File: config.mk
export PLATFORM = sky130hd
export DESIGN_NAME = booth_seq_mul
export DESIGN_NICKNAME = d
export VERILOG_FILES = /design/src/rtl/booth_mul_pkg.sv /design/src/rtl/bsm_ctrl.sv /design/src/rtl/bsm_addsub.sv /design/src/rtl/bsm_ovf.sv /design/src/rtl/booth_seq_mul.sv
export SDC_FILE = /design/constraint.sdc
export NUM_CORES = 1
export LEC_CHECK = 0
export ABC_AREA = 1
export BUFFER_PORTS_ARGS = -buffer_cell sky130_fd_sc_hd__buf_4
export CAP_MARGIN = 20
export CORE_MARGIN = 2
export CORE_UTILIZATION = 60
export DETAILED_ROUTE_END_ITERATION = 16
export GPL_TIMING_DRIVEN = 0
export PLACE_DENSITY = 0.84
export SLEW_MARGIN = 40
export SYNTH_ARGS = -nofsm -noshare
export SYNTH_HDL_FRONTEND = slang
export SYNTH_SLANG_ARGS = --single-unit
File: constraint.sdc
create_clock -name clk -period 9.5 [get_ports clk]
set_clock_uncertainty 0.2 [all_clocks]
set_input_delay 2.375 -clock clk [delete_from_list [all_inputs] [get_ports clk]]
set_output_delay 2.375 -clock clk [all_outputs]
set_load 0.05 [all_outputs]
File: src/rtl/booth_mul_pkg.sv
package booth_mul_pkg;

    // Action chosen for one iteration on the upper half of the register.
    typedef enum logic [1:0] {
        OP_NONE = 2'd0,
        OP_ADD  = 2'd1,
        OP_SUB  = 2'd2
    } step_op_e;

    typedef enum logic {
        ST_IDLE = 1'b0,
        ST_RUN  = 1'b1
    } run_state_e;

    // Signed: Booth pair {bit0, guard}. Unsigned: add when bit0 is set.
    function automatic step_op_e pick_op(input logic is_signed,
                                         input logic bit0,
                                         input logic guard);
        step_op_e op;
        if (!is_signed) begin
            op = bit0 ? OP_ADD : OP_NONE;
        end else begin
            case ({bit0, guard})
                2'b10:   op = OP_SUB;
                2'b01:   op = OP_ADD;
                default: op = OP_NONE;
            endcase
        end
        return op;
    endfunction

endpackage

File: src/rtl/bsm_ctrl.sv
module bsm_ctrl #(
    parameter int W = 32
) (
    input  logic clk,
    input  logic rst,
    input  logic start,
    output logic busy,
    output logic done,
    output logic load
);
    import booth_mul_pkg::*;

    localparam int CW = (W > 2) ? $clog2(W) : 1;
    localparam logic [CW-1:0] LAST = CW'(W - 1);

    run_state_e    state_q;
    logic [CW-1:0] iter_q;

    assign busy = (state_q == ST_RUN);
    assign load = start && (state_q == ST_IDLE);

    always_ff @(posedge clk) begin
        if (rst) begin
            state_q <= ST_IDLE;
            iter_q  <= '0;
            done    <= 1'b0;
        end else begin
            done <= 1'b0;
            case (state_q)
                ST_IDLE: begin
                    if (start) begin
                        state_q <= ST_RUN;
                        iter_q  <= '0;
                    end
                end
                ST_RUN: begin
                    if (iter_q == LAST) begin
                        state_q <= ST_IDLE;
                        done    <= 1'b1;
                    end else begin
                        iter_q <= iter_q + 1'b1;
                    end
                end
                default: state_q <= ST_IDLE;
            endcase
        end
    end

endmodule

File: src/rtl/bsm_addsub.sv
module bsm_addsub #(
    parameter int W = 32
) (
    input  logic                     is_signed,
    input  booth_mul_pkg::step_op_e  op,
    input  logic [W-1:0]             acc,
    input  logic [W-1:0]             addend,
    output logic [W:0]               result
);
    import booth_mul_pkg::*;

    logic [W:0] acc_x;
    logic [W:0] add_x;

    // One extension bit: sign in signed mode, zero (carry slot) otherwise.
    assign acc_x = {is_signed & acc[W-1], acc};
    assign add_x = {is_signed & addend[W-1], addend};

    always_comb begin
        case (op)
            OP_ADD:  result = acc_x + add_x;
            OP_SUB:  result = acc_x - add_x;
            default: result = acc_x;
        endcase
    end

endmodule

File: src/rtl/bsm_ovf.sv
module bsm_ovf #(
    parameter int W = 32
) (
    input  logic         is_signed,
    input  logic [W-1:0] hi_word,
    input  logic [W-1:0] lo_word,
    output logic         ovf
);
    logic [W-1:0] fill;

    assign fill = is_signed ? {W{lo_word[W-1]}} : '0;
    assign ovf  = (hi_word != fill);

endmodule

File: src/rtl/booth_seq_mul.sv
module booth_seq_mul #(
    parameter int W = 32
) (
    input  logic         clk,
    input  logic         rst,
    input  logic         start,
    input  logic         signed_mode,
    input  logic [W-1:0] mcand,
    input  logic [W-1:0] mplier,
    output logic         busy,
    output logic         done,
    output logic [W-1:0] prod_hi,
    output logic [W-1:0] prod_lo,
    output logic         ovf
);
    import booth_mul_pkg::*;

    logic         load;
    logic [W-1:0] upper_q;
    logic [W-1:0] lower_q;
    logic         guard_q;
    logic [W-1:0] mcand_q;
    logic         mode_q;
    step_op_e     op;
    logic [W:0]   sum;

    bsm_ctrl #(.W(W)) u_ctrl (
        .clk   (clk),
        .rst   (rst),
        .start (start),
        .busy  (busy),
        .done  (done),
        .load  (load)
    );

    assign op = pick_op(mode_q, lower_q[0], guard_q);

    bsm_addsub #(.W(W)) u_addsub (
        .is_signed (mode_q),
        .op        (op),
        .acc       (upper_q),
        .addend    (mcand_q),
        .result    (sum)
    );

    always_ff @(posedge clk) begin
        if (rst) begin
            upper_q <= '0;
            lower_q <= '0;
            guard_q <= 1'b0;
            mcand_q <= '0;
            mode_q  <= 1'b0;
        end else if (load) begin
            upper_q <= '0;
            lower_q <= mplier;
            guard_q <= 1'b0;
            mcand_q <= mcand;
            mode_q  <= signed_mode;
        end else if (busy) begin
            // Shift right by one: top bit is sign or carry from the extended sum.
            upper_q <= sum[W:1];
            lower_q <= {sum[0], lower_q[W-1:1]};
            guard_q <= lower_q[0];
        end
    end

    assign prod_hi = upper_q;
    assign prod_lo = lower_q;

    bsm_ovf #(.W(W)) u_ovf (
        .is_signed (mode_q),
        .hi_word   (upper_q),
        .lo_word   (lower_q),
        .ovf       (ovf)
    );

endmodule

Yosys cells after proc, flatten, opt, wreduce, memory -nomap -nowiden
Cells that the tools add are included.
- add/subtract/negate cells: 3
- muxes and demuxes: 14
- reduce and logical (&&, ||, !) cells: 5
- bitwise gates (word level): 3
- eq/ne operators: 8
- operators with widths (cell ; number):
    32-bit 2-to-1 mux ; 3
    33-bit one-hot mux with 2 select lines ; 1
    33-bit adder ; 1
    33-bit subtractor ; 1
    32-bit != test ; 1
    5-bit 2-to-1 mux ; 2
    5-bit one-hot mux with 2 select lines ; 1
    5-bit by 1-bit adder with 5-bit output (second input constant) ; 1
    5-bit equality test (second input constant) ; 1
    2-bit by 1-bit equality test with 1-bit output (second input constant) ; 2
    2-bit equality test (second input constant) ; 2
    1-bit 2-to-1 mux ; 4
    2-bit != test (second input constant) ; 2
    2-bit one-hot mux with 2 select lines ; 1
    2-bit OR reduction ; 2
    1-bit AND ; 2
    2-bit 2-to-1 mux ; 1
    1-bit one-hot mux with 2 select lines ; 1
    2-bit AND reduction ; 1
    2-bit nonzero test ; 1
    1-bit logical AND ; 1
    1-bit inverter ; 1
- register bits: 105
- input bits: 68
- logic and storage cells: 41
- output and inout bits: 67

Depth between registers and ports, before layout
- depth after elaboration: 7
- depth in mapped cells: 25
- depth with buffers taken out: 23

Cells and area by module
A second synthesis with hierarchy kept.
- cell total of the unflattened synthesis: 1465
- area, all modules: 8246.7 um^2
- modules (own cells, without submodules) (module ; sequential area each (um^2) ; area each (um^2) ; cells each ; instances):
    booth_seq_mul ; 1961.9 ; 3843.7 ; 561 ; 1
    bsm_addsub ; 0.0 ; 3749.8 ; 782 ; 1
    bsm_ctrl ; 140.1 ; 356.6 ; 49 ; 1
    bsm_ovf ; 0.0 ; 296.5 ; 73 ; 1

Worst setup path after synthesis
OpenSTA, ideal clock, no wires.
- path kind: flip-flop to output port
- start: register upper_q[12] (netlist: prod_hi[12])
- end: output port ovf
- data arrival time: 1.683 ns
- path slack: 5.242 ns
- data required time: 6.925 ns
- cell stages (with the launch flop): 6
- buffers on the path: 0
- cell sequence: dfxtp_1 -> inv_1 -> nor4_1 -> nand4_1 -> o41ai_1 -> nand3_1
- longest elaborated chain between the ends: 1
- RTL lines (item ; line ; RTL):
    start, declared ; booth_seq_mul.sv:19 ; logic [W-1:0] upper_q;
    start signal, assigned ; booth_seq_mul.sv:61 ; upper_q <= sum[W:1];
    32-bit != test ; bsm_ovf.sv:12 ; assign ovf = (hi_word != fill);
    end, declared ; booth_seq_mul.sv:14 ; output logic ovf
Every way passes these cells.

Final worst setup path
- start: register lower_q[31] (netlist: prod_lo[31])
- end: output port ovf
- longest elaborated chain between the ends: 2
- RTL lines (item ; line ; RTL):
    start, declared ; booth_seq_mul.sv:20 ; logic [W-1:0] lower_q;
    start signal, assigned ; booth_seq_mul.sv:55 ; lower_q <= mplier;
    start signal, assigned ; booth_seq_mul.sv:62 ; lower_q <= {sum[0], lower_q[W-1:1]};
    32-bit 2-to-1 mux ; bsm_ovf.sv:11 ; assign fill = is_signed ? {W{lo_word[W-1]}} : '0;
    32-bit != test ; bsm_ovf.sv:12 ;
Every way passes these cells.

==> results.yml <==
yosys:
  ys_top_cells_by_area: "dfxtp_1 26%, nand2_1 20%, inv_1 10%"
  synth_mux_area_frac: 0
  synthSimpleGateAreaFrac: 0.372
  synth_top_area_frac: 0.263
  yosys.area.top_type: "dfxtp_1"
  async_flop_share: 0
  ys_ff_latch: 105
  ys.flop_type: "dfxtp_1"
  synth-edff-count: 0
  netlist_area_um2: 8000
  synth_nets: 1451
  ys_types: 45
  synth_warnings: 0
  synth_adder_area_share: 0.0588
  synthCells: 1346
  synth_top_family_by_area: "simple AND/OR/NAND/NOR gates"
  yosys.area_share.xor_xnor: 0.0471
  synth_compound_area_frac: 0.133
  syn_area_per_cell_um2: 5.94
  yosysSeqAreaShare: 0.263
critical_path:
  cp-startpoint: "prod_lo[31]"
  crit_type: "register to output pin"
  worst_ep_arrival_time_ns: 2.12
  worstPathRequired_ns: 6.93
  worstPathMaxFanout: 4
  r2r_start: "mode_q"
  cp-start-kind: "register"
  end_kind: "output pin"
layout:
  final_common_cell: "nand2_1"
  nFillCells: 1181
  drive_gt1_frac: 0.130
  diodes: 0
  final_cell_mix: "434 x nand2_1, 220 x inv_1, 133 x buf_4, 125 x nor2_1, 105 x dfxtp_1"
  multi_input_area_um2: 4880
  final-seq-area_um2: 2100
  nNetsFinal: 1595
  area_growth_pct: 18.9
detailed_routing:
  vias: 8936
  drc: 0
  postRouteAntennaNets: 0
  viasPerCell: 5.35
  drt-total-wl_um: 25300
  dr.pass1.iters: 6
  wl_per_cell_um: 15.2
  drt_iter0_drc: 647
place:
  port_buffers: 133
  hpwlAfterDp_um: 20100
  gp_congestion: 0.981
sta:
  tightest_slew_ns: 0.747
  period_needed_ns: 4.70
  final_max_slew_viol_count: 0
  setup_tns_ns: 0
  fmax_mhz: 213
  hold_viol_final: 0
  setup-violations-final: 0
  slew-limit-headroom: 0.502
  period_share: 0.495
  rsz0062_at_grt: "no"
  holdWs_ns: 0.273
cts:
  cts_max_level: 3
  cts_root_buf: "clkbuf_16"
  hold_buffers: 0
  clkTransAtPathRegs_ns: 0.07
  cts_resized: 0
  cts_buffers: 9
  worstSkewPairLatency_ns: 0.37
  cts_tree: "yes"
  cts_sinks: 105
  postCtsSetupBuffers: 0
  clock_path_buffers: 2
worst_hold_path:
  hold_start: "u_ctrl.iter_q[3]"
  hold_path_class: "register to register"
run_status:
  outcome: "complete, no violations"
grt:
  grt.overflow.total: 0
  grt_pass1_vias: 8130
  antenna_found_initial: 0
  grt_max_degree: 18
  grt_usage: 0.354
  grt_pass1_wl_um: 40000
floorplan:
  placementRows: 42
  dieWidth_um: 119
  initial_core_util: 0.609
  core_um2: 13100
  io_pins: 135
  fp.dieH_um: 119
  die-area_um2: 14300
run:
  drv_cap: 0
pwr:
  leakage_nw: 4.98
  p_total_w: 0.00129
  p_per_area_nw_per_um2: 136
  ir_drop_v: 0.000124
[power breakdown]
group          switching [W]  internal [W]  leakage (nW)
combinational       0.000274      0.000139          3.98
clock               0.000188      0.000195         0.140
sequential         0.0000305      0.000466         0.860
[layer usage]
metal  global-route usage  share of wire  vias up
li1                     -              -     4522
met1                0.453           0.43     4035
met2                0.584           0.46      310
met3               0.0580          0.066       69
met4                0.158          0.042        0
met5                    0              0        -
[state kept, by name, indices dropped and copies added, names as in the netlist]
name and cells:
mcand_q 32, prod_hi 32, prod_lo 32, u_ctrl.iter_q 5, guard_q 1, mode_q 1
u_ctrl.busy 1, u_ctrl.done 1
[final timing paths]
kind,to,slack [ns],cells past startpoint
setup / recovery,ovf,4.80,5
hold / removal,u_ctrl.iter_q[3],0.27,1
setup reg to reg,prod_hi[29],5.59,22
hold reg to reg,u_ctrl.iter_q[3],0.27,1
[cells by family (layout without fill, tap and decap cells)]
logic type	Yosys count	after routing
AND/OR/NAND/NOR	703	703
buffers and inverters	269	418
XOR/XNOR	43	43
AO/OA/AOI/OAI	189	189
flip-flops	105	105
adder cells (fa/ha/maj)	37	37
[final cells by class]
class                   instances  area share
flip-flops and latches        105       0.221
well taps                     176      0.0232
inverters                     227      0.0896
multi-input cells             972       0.514
clock inverters                 4     0.00355
repair buffers                133       0.105
plain buffers                  42      0.0170
clock buffers                  12      0.0270
[synthesized netlist by cell type, types with 4 or more instances]
cell	count
dfxtp_1	105
nor3_1	12
o21ai_2	7
o21ai_0	52
ha_1	36
a221oi_1	4
clkbuf_1	38
and2_1	4
inv_1	220
xnor2_1	13
o221ai_1	5
nor4_1	8
a21oi_1	98
nand2_2	11
inv_2	5
nand4_1	15
nor2_1	125
xor2_1	30
nand2_1	434
o211ai_1	12
nor2_2	7
nand3_1	69
[worst max-delay path: stages (launching register included)]
cell and delay, ns:
dfxtp_1 0.38, nand2_1 0.26, nand3_1 0.11, o41ai_1 0.61, nand3_1 0.16, buf_4 0.23
[per-stage QoR]
stage	util	instance area, um2	cells	setup slack (ns)
after floorplan	-	8000	1346	5.24
after global placement	0.702	9220	1655	5.34
after detailed placement	0.702	9220	1655	5.32
after CTS	0.724	9510	1671	4.96
after global routing	0.724	9510	1671	4.82
final	0.724	9510	1671	4.80
(Power assumes the default switching activity.)
